`config.mk`:
```
export PLATFORM = sky130hd
export DESIGN_NAME = dual_bank_i2c_slave
export DESIGN_NICKNAME = d
export VERILOG_FILES = /design/src/rtl/dual_bank_i2c_slave.sv
export SDC_FILE = /design/constraint.sdc
export NUM_CORES = 1
export LEC_CHECK = 0
export CAP_MARGIN = 20
export CORE_UTILIZATION = 50
export CTS_CLUSTER_DIAMETER = 50
export DETAILED_ROUTE_END_ITERATION = 16
export PLACE_DENSITY_LB_ADDON = 0.1
export SLEW_MARGIN = 5
export SYNTH_ARGS = -nofsm -noshare
export SYNTH_HDL_FRONTEND = slang
export SYNTH_SLANG_ARGS = --single-unit
```
`constraint.sdc`:
```
create_clock -name clk -period 3 [get_ports clk]
set_input_delay 0.3 -clock clk [delete_from_list [all_inputs] [get_ports clk]]
set_output_delay 0.3 -clock clk [all_outputs]
set_load 0.005 [all_outputs]
```
`src/rtl/dual_bank_i2c_slave.sv`:
```
module dual_bank_i2c_slave #(
  parameter logic [6:0] AUX_ADDR = 7'h50,
  parameter int         AW       = 8
) (
  input  logic          clk,
  input  logic          rst_n,
  input  logic          scl_i,
  input  logic          sda_i,
  output logic          sda_oe,
  input  logic [6:0]    main_addr_i,
  output logic          wr_en,
  output logic          wr_bank,
  output logic [AW-1:0] wr_addr,
  output logic [7:0]    wr_data,
  output logic          rd_en,
  output logic          rd_bank,
  output logic [AW-1:0] rd_addr,
  input  logic [7:0]    rd_data
);
  localparam int NB = 2;

  typedef enum logic [2:0] {S_IDLE, S_RX, S_ACK, S_TX, S_MACK} st_t;
  typedef enum logic [1:0] {K_ADDR, K_PTR, K_DATA, K_READ} kind_t;

  logic [1:0] scl_sy, sda_sy;
  logic       scl_q, sda_q;
  st_t        st;
  kind_t      kind;
  logic [3:0] cnt;
  logic [7:0] sh, tx;
  logic       bank, rd_pend;
  logic [AW-1:0] ptr [NB];

  wire scl_s     = scl_sy[1];
  wire sda_s     = sda_sy[1];
  wire scl_rise  = scl_s & ~scl_q;
  wire scl_fall  = ~scl_s & scl_q;
  wire start_det = scl_s & scl_q & sda_q & ~sda_s;
  wire stop_det  = scl_s & scl_q & ~sda_q & sda_s;
  wire hit_main  = (sh[7:1] == main_addr_i);
  wire hit_aux   = (sh[7:1] == AUX_ADDR);
  wire is_idle   = (st == S_IDLE);

  always_ff @(posedge clk or negedge rst_n) begin
    if (!rst_n) begin
      scl_sy <= 2'b11;
      sda_sy <= 2'b11;
      scl_q  <= 1'b1;
      sda_q  <= 1'b1;
    end else begin
      scl_sy <= {scl_sy[0], scl_i};
      sda_sy <= {sda_sy[0], sda_i};
      scl_q  <= scl_s;
      sda_q  <= sda_s;
    end
  end

  always_ff @(posedge clk or negedge rst_n) begin
    if (!rst_n) begin
      st      <= S_IDLE;
      kind    <= K_ADDR;
      cnt     <= '0;
      sh      <= '0;
      tx      <= '0;
      bank    <= 1'b0;
      rd_pend <= 1'b0;
      sda_oe  <= 1'b0;
      wr_en   <= 1'b0;
      wr_bank <= 1'b0;
      wr_addr <= '0;
      wr_data <= '0;
      rd_en   <= 1'b0;
      rd_bank <= 1'b0;
      rd_addr <= '0;
      for (int i = 0; i < NB; i++) ptr[i] <= '0;
    end else begin
      wr_en   <= 1'b0;
      rd_en   <= 1'b0;
      rd_pend <= rd_en;
      if (rd_pend) tx <= rd_data;
      if (stop_det) begin
        st     <= S_IDLE;
        sda_oe <= 1'b0;
      end else if (start_det) begin
        st     <= S_RX;
        kind   <= K_ADDR;
        cnt    <= '0;
        sda_oe <= 1'b0;
      end else begin
        case (st)
          S_RX: begin
            if (scl_rise) begin
              sh  <= {sh[6:0], sda_s};
              cnt <= cnt + 4'd1;
            end else if (scl_fall && cnt == 4'd8) begin
              cnt <= '0;
              case (kind)
                K_ADDR: begin
                  if (hit_main || hit_aux) begin
                    bank   <= hit_main;
                    sda_oe <= 1'b1;
                    st     <= S_ACK;
                    if (sh[0]) begin
                      kind          <= K_READ;
                      rd_en         <= 1'b1;
                      rd_bank       <= hit_main;
                      rd_addr       <= ptr[hit_main];
                      ptr[hit_main] <= ptr[hit_main] + 1'b1;
                    end else begin
                      kind <= K_PTR;
                    end
                  end else begin
                    st <= S_IDLE;
                  end
                end
                K_PTR: begin
                  ptr[bank] <= AW'(sh);
                  kind      <= K_DATA;
                  sda_oe    <= 1'b1;
                  st        <= S_ACK;
                end
                default: begin
                  wr_en     <= 1'b1;
                  wr_bank   <= bank;
                  wr_addr   <= ptr[bank];
                  wr_data   <= sh;
                  ptr[bank] <= ptr[bank] + 1'b1;
                  sda_oe    <= 1'b1;
                  st        <= S_ACK;
                end
              endcase
            end
          end
          S_ACK: begin
            if (scl_fall) begin
              cnt <= '0;
              if (kind == K_READ) begin
                st     <= S_TX;
                sda_oe <= ~tx[7];
              end else begin
                st     <= S_RX;
                sda_oe <= 1'b0;
              end
            end
          end
          S_TX: begin
            if (scl_rise) begin
              cnt <= cnt + 4'd1;
            end else if (scl_fall) begin
              if (cnt == 4'd8) begin
                sda_oe <= 1'b0;
                st     <= S_MACK;
              end else begin
                sda_oe <= ~tx[6];
                tx     <= {tx[6:0], 1'b0};
              end
            end
          end
          S_MACK: begin
            if (scl_rise) begin
              if (sda_s) begin
                st <= S_IDLE;
              end else begin
                rd_en     <= 1'b1;
                rd_bank   <= bank;
                rd_addr   <= ptr[bank];
                ptr[bank] <= ptr[bank] + 1'b1;
              end
            end else if (scl_fall) begin
              st     <= S_TX;
              cnt    <= '0;
              sda_oe <= ~tx[7];
            end
          end
          default: ;
        endcase
      end
    end
  end
endmodule

```
## After elaboration in Yosys (flattened, before gate mapping)

Cells that the tools add are included.

| operators by class | value |
|---|---|
| reduce and logical (&&, ||, !) cells | 21 |
| equal/unequal tests | 34 |
| bitwise logic cells | 19 |
| $lt $le $gt $ge | 4 |
| mux-type cells | 103 |
| add/subtract/negate cells | 3 |

Operators with widths:

| kind | count |
|---|---|
| two-way mux 8 bit | 22 |
| two-way mux 16 bit | 6 |
| case mux 16 bit (2 select lines) | 2 |
| bitwise mux 16 bit | 3 |
| two-way mux 3 bit | 12 |
| != test 4 bit (second input constant) | 9 |
| two-way mux 1 bit | 35 |
| AND reduction 9 bit | 3 |
| two-way mux 4 bit | 6 |
| adder 8 x 1 -> 8 bit (second input constant) | 2 |
| demux 8 bit (select 1 bit) | 2 |
| two-way mux 2 bit | 8 |
| case mux 4 bit (4 select lines) | 1 |
| case mux 8 bit (2 select lines) | 1 |
| != test 3 bit (second input constant) | 5 |
| != test 5 bit (second input constant) | 3 |
| != test 2 bit (second input constant) | 7 |
| case mux 3 bit (4 select lines) | 1 |
| AND reduction 6 bit | 2 |
| inverter 1 bit | 10 |
| AND reduction 10 bit | 1 |
| AND 1 bit | 7 |
| equality test 7 bit | 1 |
| equality test 7 bit (second input constant) | 1 |
| other kinds (25) | 34 |

| storage, ports and cells | value |
|---|---|
| input bits | 19 |
| word-level logic and storage cells | 205 |
| output and inout port bits | 29 |
| register bits | 78 |

## Longest topological paths before layout

Gate-level depths: netlist (run 1).

| logic depth | value |
|---|---|
| depth in word-level cells | 13 |
| mapped depth | 11 |

## Worst setup path before layout (run 1)

OpenSTA, ideal clock, no wires.

| timing path | value |
|---|---|
| kind | reg2reg |
| start point | register scl_q |
| end point | register rd_addr[0] |
| arrival | 2571 ps |
| setup time | 125 ps |
| required time | 2875 ps |
| cell stages (with the launch flop) | 9 |
| path slack | 304 ps |
| cell sequence | dfstp_2 > inv_1 > ha_1 > nand2b_1 > or3_4 > or4_4 > a211o_1 > o21ai_4 > mux2_4 |

| between the ends | value |
|---|---|
| longest elaborated chain between the ends | 5 |

RTL lines:

| item | line | RTL |
|---|---|---|
| start: declaration | 26 | `logic scl_q, sda_q;` |
| start signal: assignment | 53 | `scl_q <= scl_s;` |
| AND 1 bit | 38, 39 |  |
| AND 1 bit (on tied branches) (2 in a row) | 39, 38 |  |
| inverter 1 bit (no line) | n/a |  |
| AND reduction 10 bit (no line) (*) | n/a |  |
| end signal: assignment | 107 | `rd_addr <= ptr[hit_main];` |
| end signal: assignment | 166 | `rd_addr <= ptr[bank];` |
| end: declaration | 17 | `output logic [AW-1:0] rd_addr,` |

Mark *: on every way between the ends. The rest lies on a longest branch, timed or not.
A chain may end at the register's enable or synchronous reset.

## Worst setup path in the final report (run 1)

| timing path | value |
|---|---|
| start point | register scl_q |
| end point | register rd_addr[7] |

The elaborated chain is that of the path after synthesis.

==> results of run 1 <==
## power by group
part           leakage (uW)  internal (uW)  total [uW]  switching [uW]
combinational       0.00134            199         449             250
sequential          0.00100           1120        1220            98.2
clock              0.000113            497         927             431
total               0.00245           1820        2600             779
## critical path, cell delays in order, from the launching register on
cell and delay (ns):
sky130_fd_sc_hd__dfstp_2 0.55, sky130_fd_sc_hd__inv_1 0.05, sky130_fd_sc_hd__ha_1 0.23, sky130_fd_sc_hd__nand2b_1 0.21
sky130_fd_sc_hd__or3_4 0.36, sky130_fd_sc_hd__or4_4 0.49, sky130_fd_sc_hd__a211o_1 0.32, sky130_fd_sc_hd__o21ai_4 0.21
sky130_fd_sc_hd__mux2_4 0.34
## final cells by class
class                   count  area share (%)
repair buffers             71            11.8
clock buffers              10            2.41
well taps                 129            2.83
inverters                  19            1.25
flip-flops and latches     78            34.4
multi-input cells         389            45.8
clock inverters             6            1.64
## worst paths after layout
kind	slack, ns	to	from
setup / recovery	0.12	rd_addr[7]$_DFFE_PN0P_	scl_q$_DFF_PN1_
hold / removal	0.31	cnt[0]$_DFFE_PN0P_	rst_n
setup reg to reg	0.12	rd_addr[7]$_DFFE_PN0P_	scl_q$_DFF_PN1_
hold reg to reg	0.35	scl_sy[1]$_DFF_PN1_	scl_sy[0]$_DFF_PN1_
max in group asynchronous	2.08	bank$_DFFE_PN0P_	rst_n
min in group clk	0.33	scl_sy[0]$_DFF_PN1_	scl_i
## per-layer routing
layer,GRT usage [%],up-vias
met2,40.3,165
met1,39.1,2058
met5,0,-
li1,-,1982
met4,9.50,0
met3,3.48,24
## synthesized netlist by cell type (all sizes together) (7+ instances only)
cell type  count
dfrtp         72
nand3         19
mux2i         28
inv           17
nand2b        10
buf           12
nor4           7
mux2          25
nand2         58
clkbuf        23
xnor2         14
nor3          11
nor2          38
o21ai         36
a21oi         33
nand4         10
## through the flow
step	hold slack (ns)	power [uW]	cells	util, %	cell area, um^2
finish	0.305	2600	702	61.5	5710
global route	0.311	2700	702	61.5	5710
CTS	0.127	2600	699	61.0	5660
detailed placement	0.348	1680	683	58.5	5430
global placement	0.346	1670	683	58.5	5430
floorplan	0.00441	1470	521	-	4790
## sequential cells by signal, summed over array words and instances, names as in the netlist, 2 cells and up
name and flops:
kind 2, sda_sy 2, wr_addr 8, st 3, scl_sy 2, ptr 16, wr_data 8, tx 8
rd_addr 8, cnt 4, sh 8
## cell families (layout without fill, tap and decap cells)
family | count (synthesis) | after routing | synth area share [%]
and+or+nand+nor | 187 | 187 | 20.0
adders and majority gates | 6 | 6 | 1.57
AOI/OAI and AO/OA | 127 | 127 | 17.6
xor gates and xnor gates | 16 | 16 | 2.92
buffers and inverters | 54 | 106 | 4.65
muxes | 53 | 53 | 12.3
DFF | 78 | 78 | 40.9
## repair_timing
action | CTS | global route
endpoints found under the setup margin | 0 | 8
buffers inserted | 0 | 1
hold buffers | 0 | 1
hold endpoints to repair | 0 | 10
==> results list, run 1 <==
- At the worst endpoint, the required time is 3.26 ns.
- In this run the deepest clock path goes through 2 buffers.
- Most common cell after layout, fill and taps aside: sky130_fd_sc_hd__dfrtp_1
- At the pin with the least slew margin, the transition time is 1.06 ns.
* Final clock skew: 0.00981 ns
* Number of instances in the synthesized netlist: 521
- I/O pin total: 48
* Unique masters post-synth: 74
- The final layout contains routed wiring with a total length of 12600 um.
- Of all flip-flops after synthesis, the portion carrying an async set or reset was 100%.
* Achievable clock frequency: 347 MHz
- The region available for standard cell placement spans 9280 um^2.
- Final hold violation count: 0
* Final count of pins violating max slew: 0
* Accumulated negative setup slack: 0 ns
* Number of H-tree levels: 3
- Multi-input logic area: 2610 um^2
- Setup Viol. Count Final: 0
- The synthesized design contains 0 enable-type register cells.
- Synthesis inferred 78 register bits.
- At the placement stage, the worst setup path has a slack of 0.126 ns.
- Registers take 1960 um^2.
- Buffers placed on the I/O ports in this run total 47.
- Die height: 99.9 um
- Worst VDD drop: 0.000248 V
* Sort of element at the start of the critical path: register
* Starting density of the core: 51.6%
- Type of element capturing the critical path: register
- Remaining routing DRC violations: 0
- Once detail routing completed, the nets flagged for antenna violations numbered 0.
* Path class of the lowest-slack min-delay path: in -> async
* CTS sink count: 78
* Leakage: 0.00245 uW
* Minimum setup slack in the final design: 0.118 ns
- Unrepaired setup endpoints after global routing: no
- Summing every instance area after synthesis gives 4790 um^2.
* Post-DP HPWL: 8650 um
- The clock period could shrink to 2.88 ns.
- Entering global routing, the biggest net connects 79 pins.
* Share of post-route cells with drive strength above 1: 15.4%
- Overall via count from detail_route: 4229
* Area share of the largest cell type after synthesis: 37.6%
* Start-to-end type of the worst setup path: reg -> reg
* Count of max-cap constraint violations: 0
- Horizontal die dimension: 99.9 um
- Sequential cells were found to cover 40.9% of the synthesized design area.
- Wire length of the first global-routing pass: 20600 um
* Final cycle utilization of the critical path: 96.1%
* Wire length on met2: 5650 um
- Total die area: 9980 um^2
- Synth top area cells: sky130_fd_sc_hd__dfrtp_1 38%, sky130_fd_sc_hd__mux2i_1 5.8%, sky130_fd_sc_hd__nand2_1 4.5%, sky130_fd_sc_hd__mux2_2 4.0%, sky130_fd_sc_hd__o21ai_0 3.7%
* Number of global-route vias before repair: 3945
- Antenna diode count: 0
- Detailed-router iteration count before antenna repair: 5
* Resized Gates After CTS: 0
- Met3 WL: 730 um
- Normalized max-slew margin: 29.3%
* Clock buffer count from CTS: 9
- In this run, the number of DRC markers left after iteration 0 of detailed routing was 279.
* Uppermost layer routed: met4
- The later pin in the worst-skew pair is clocked with a latency of 0.37 ns.
- Final net count: 593
- In this run the core area contains 35 standard-cell rows.
- Clock-pin slew was measured on the worst setup and hold paths at 0.09 ns.
* Crit path arrival time: 3.14 ns
- For this run, the number of Yosys warnings is 0.
- M1 wire length: 5990 um
- Overflow left after global routing: 0
- Count of fill cells added during filler insertion: 808
* Maximum net fanout on the critical path: 10
* Leading register cell type out of synthesis: sky130_fd_sc_hd__dfrtp_1
- Total global routing track utilization: 26.6%
* Cell Pwr Density: 455 nW/um^2
- When the netlist entered floorplanning its net count stood at 546.
- TritonCTS clock tree: yes
- Antenna violations before repair: 0
* Reg2Reg Depth: 8
* Most frequent cells in the layout: 71 x sky130_fd_sc_hd__dfrtp_1, 58 x sky130_fd_sc_hd__nand2_1, 46 x sky130_fd_sc_hd__clkdlybuf4s50_1, 37 x sky130_fd_sc_hd__nor2_1, 35 x sky130_fd_sc_hd__o21ai_0
- Dividing the detail-routed via count by the number of cells gives 6.02.
- The flow ran to the end, and the final reports show no timing, DRC or antenna violations.
- Root buffer cell: sky130_fd_sc_hd__clkbuf_8
* Routed wire length per instance: 18.0 um
* Synthesized area per cell: 9.20 um^2
* Synthesis-to-finish area growth: 19.1%
* Largest area contributor in the netlist: sky130_fd_sc_hd__dfrtp_1
- GP Congestion: 0.898
Power figures use the tool's default switching activity.
==> run 2, diff against run 1 <==
--- a/config.mk
+++ b/config.mk
@@ -6,7 +6,7 @@
 export NUM_CORES = 1
 export LEC_CHECK = 0
 export CAP_MARGIN = 20
-export CORE_UTILIZATION = 50
+export CORE_UTILIZATION = 41
 export CTS_CLUSTER_DIAMETER = 50
 export DETAILED_ROUTE_END_ITERATION = 16
 export PLACE_DENSITY_LB_ADDON = 0.1
==> run 2 against run 1 <==
Compared with the run above:
- largest cell class unchanged
- wire length increased by 2.7%
- critical endpoint unchanged
- sequential power about the same
- clock-buffer cell count decreased by 1
- critical path depth increased by 1
- power increased by 4.3%
- critical path type unchanged
- via count decreased by 2.8%
- worst hold slack improved by 0.051 ns
==> results list, run 2 (synthesized netlist as in run 1, its figures left out) <==
- The depth of the worst register-to-register path came to 9 (was 8).
* Total global routing track utilization: 23.1% (was 26.6%)
- The switching component of the power came to 825 uW (was 779 uW).
* Number of global-route vias before repair: 3943 (was 3945)
- Cell Pwr Density: 468 nW/um^2 (was 455 nW/um^2)
- The count of final hold-check violations was 0 (unchanged).
- Number of placement rows: 39 (was 35)
* Synthesis-to-finish area growth: 20.7% (was 19.1%)
* Most frequent cells in the layout: 71 x sky130_fd_sc_hd__dfrtp_1, 58 x sky130_fd_sc_hd__nand2_1, 46 x sky130_fd_sc_hd__clkdlybuf4s50_1, 37 x sky130_fd_sc_hd__nor2_1, 35 x sky130_fd_sc_hd__o21ai_0 (unchanged)
- Leakage: 0.00248 uW (was 0.00245 uW)
- GP Congestion: 0.937 (was 0.898)
- Post-DP HPWL: 8800 um (was 8650 um)
- The post-detailed-route count of antenna-violating nets is 0 (unchanged).
- Overall via count from detail_route: 4109 (was 4229)
- Sequential group share of total power: 45.4% (was 47.0%)
* Resized Gates After CTS: 0 (unchanged)
* Ratio of routed vias to standard cells: 5.75 (was 6.02)
- Terminating pin of the worst hold path: scl_sy[1]$_DFF_PN1_
- Count of routing violations after the opening detailed-route iteration: 271 (was 279)
- The worst reg2reg path startpoint was scl_q$_DFF_PN1_ (unchanged).
- The maximum buffer depth of the clock tree came to 2 (unchanged).
* Worst R2R Setup Slack: 0.10 ns (was 0.12 ns)
- Achievable clock frequency: 345 MHz (was 347 MHz)
* I/O pin total: 48 (unchanged)
* Final cycle utilization of the critical path: 96.7% (was 96.1%)
* Wire length of the first global-routing pass: 20900 um (was 20600 um)
- Number of H-tree levels: 3 (unchanged)
- The top register by number of flip-flops is ptr (unchanged).
- The transition at the pin with the smallest max-transition slack came to 0.637 ns (was 1.06 ns).
* Overflow left after global routing: 0 (unchanged)
- The mean routed wirelength per cell is 18.1 um (was 18.0 um).
* Type of element capturing the critical path: register (unchanged)
- # port buffers: 47 (unchanged)
- The number of filler instances in the final layout is 1082 (was 808).
* Pin count of the biggest net entering global routing: 79 (unchanged)
- Multi-input logic area: 2610 um^2 (unchanged)
- Die height: 110 um (was 99.9 um)
- The worst hold path was traced through 0 stages.
- Sort of element at the start of the critical path: register (unchanged)
* Final count of pins violating max slew: 0 (unchanged)
- Core Region: 11400 um^2 (was 9280 um^2)
- The required time at the worst-slack endpoint was 3.23 ns (was 3.26 ns).
* Start-to-end type of the worst setup path: reg -> reg (unchanged)
- Critical register-to-register path endpoint: rd_addr[7]$_DFFE_PN0P_ (unchanged)
- Count of max-cap constraint violations: 0 (unchanged)
- The CTS tree was yes (unchanged).
- The power share of the clock group came to 38.9% (was 35.7%).
- The area of the die is 12100 um^2 (was 9980 um^2).
* FF/Latch Area: 1960 um^2 (unchanged)
- In this run the most critical hold path is launched from scl_sy[0]$_DFF_PN1_.
- The classification of the worst-slack hold path is reg -> reg (was in -> async).
- Number of flip-flops under the largest register name: 16 (unchanged)
* Final clock skew: 0.00752 ns (was 0.00981 ns)
- Crit path arrival time: 3.13 ns (was 3.14 ns)
* Unrepaired setup endpoints after global routing: no (unchanged)
* Total detailed-routing wirelength: 12900 um (was 12600 um)
* Switching share of total power: 30.5% (was 30.0%)
* Setup Viol. Count Final: 0 (unchanged)
- Clock buffer count from CTS: 9 (unchanged)
* CTS sink count: 78 (unchanged)
- Minimum setup slack in the final design: 0.100 ns (was 0.118 ns)
* Result of the run: complete, no violations (unchanged)
- Placement-stage worst setup slack: 0.103 ns (was 0.126 ns)
* Shortest period the worst path allows: 2.90 ns (was 2.88 ns)
* Antenna violations before repair: 0 (unchanged)
* Most common cell after layout, fill and taps aside: sky130_fd_sc_hd__dfrtp_1 (unchanged)
- Share of power burned in combinational logic: 15.6% (was 17.3%)
* Remaining routing DRC violations: 0 (unchanged)
- Root buffer cell: sky130_fd_sc_hd__clkbuf_16 (was sky130_fd_sc_hd__clkbuf_8)
- Starting density of the core: 42.0% (was 51.6%)
- The summed negative setup slack over all endpoints is 0 ns (unchanged).
- The maximum fanout along the worst path was 10 (unchanged).
- Final net count: 592 (was 593)
- Detailed-router iteration count before antenna repair: 5 (unchanged)
- The share of layout cells above drive strength 1 came to 15.2% (was 15.4%).
* Antenna diode count: 0 (unchanged)
- Horizontal die dimension: 110 um (was 99.9 um)
- The internal power consumption is 1880 uW (was 1820 uW).
* Clock insertion delay at the later pin of the skew report: 0.35 ns (was 0.37 ns)
* Normalized max-slew margin: 57.4% (was 29.3%)
- Worst VDD drop: 0.000339 V (was 0.000248 V)
* Clock-pin slew reported for the worst setup and hold paths after clock tree synthesis: 0.07 ns (was 0.09 ns)
==> run 2: how the worst max path moves through the flow <==
| stage | from | to | slack, ns |
|---|---|---|---|
| 6_report | scl_q$_DFF_PN1_ | rd_addr[7]$_DFFE_PN0P_ | 0.10 |
| 4_1_cts | scl_q$_DFF_PN1_ | rd_addr[7]$_DFFE_PN0P_ | 0.08 |
| 3_5_place_dp | scl_q$_DFF_PN1_ | rd_addr[4]$_DFFE_PN0P_ | 0.10 |
| 5_1_grt | scl_q$_DFF_PN1_ | rd_addr[7]$_DFFE_PN0P_ | 0.03 |
| 3_3_place_gp | scl_q$_DFF_PN1_ | rd_addr[5]$_DFFE_PN0P_ | 0.16 |
| 2_1_floorplan | scl_q$_DFF_PN1_ | rd_addr[0]$_DFFE_PN0P_ | 0.30 |
==> run 2: through the flow <==
| stage | util [%] | hold WS (ns) | area (um^2) | power, uW | cells |
|---|---|---|---|---|---|
| after global placement | 47.8 | 0.348 | 5450 | 1660 | 696 |
| after global routing | 50.7 | 0.359 | 5780 | 2830 | 715 |
| final | 50.7 | 0.356 | 5780 | 2710 | 715 |
| after CTS | 50.2 | 0.172 | 5730 | 2740 | 712 |
| after detailed placement | 47.8 | 0.348 | 5450 | 1670 | 696 |
| after floorplan | - | 0.00441 | 4790 | 1470 | 521 |
==> run 2: power by group through the flow <==
stage	clock, uW	combinational, uW	sequential (uW)
3_5_place_dp	0	420	1250
5_1_grt	1130	467	1240
3_3_place_gp	0	415	1250
2_1_floorplan	0	262	1210
6_report	1050	423	1230
4_1_cts	1090	422	1230
==> run 2: metal layers <==
layer	GRT usage [%]	part of all wire (%)	vias to the layer above
met3	4.17	5.0	21
met4	10.2	2.0	0
met1	32.7	48	1997
met2	34.4	45	109
li1	-	-	1982
met5	0	0	-
==> run 2: repair_timing <==
item                       4_1_cts  5_1_grt
setup endpoints to repair        0        1
hold endpoints to repair         0       34
hold buffers                     0        1
buffers inserted                 0        1
==> run 2: worst max-delay path, cell delays in order (launching register included) <==
cell and delay (ns):
sky130_fd_sc_hd__dfstp_2 0.55, sky130_fd_sc_hd__inv_1 0.04, sky130_fd_sc_hd__ha_1 0.24, sky130_fd_sc_hd__nand2b_1 0.22
sky130_fd_sc_hd__or3_4 0.36, sky130_fd_sc_hd__or4_4 0.49, sky130_fd_sc_hd__a211o_1 0.32, sky130_fd_sc_hd__o21ai_4 0.08
sky130_fd_sc_hd__buf_12 0.17, sky130_fd_sc_hd__mux2_4 0.30
==> run 2: final cells by class <==
class | instances | area share (%)
Clock inverter | 7 | 0.973
Multi-Input combinational cell | 389 | 45.1
Tap cell | 143 | 3.09
Clock buffer | 9 | 3.89
Timing Repair Buffer | 70 | 11.8
Sequential cell | 78 | 33.9
Inverter | 19 | 1.23
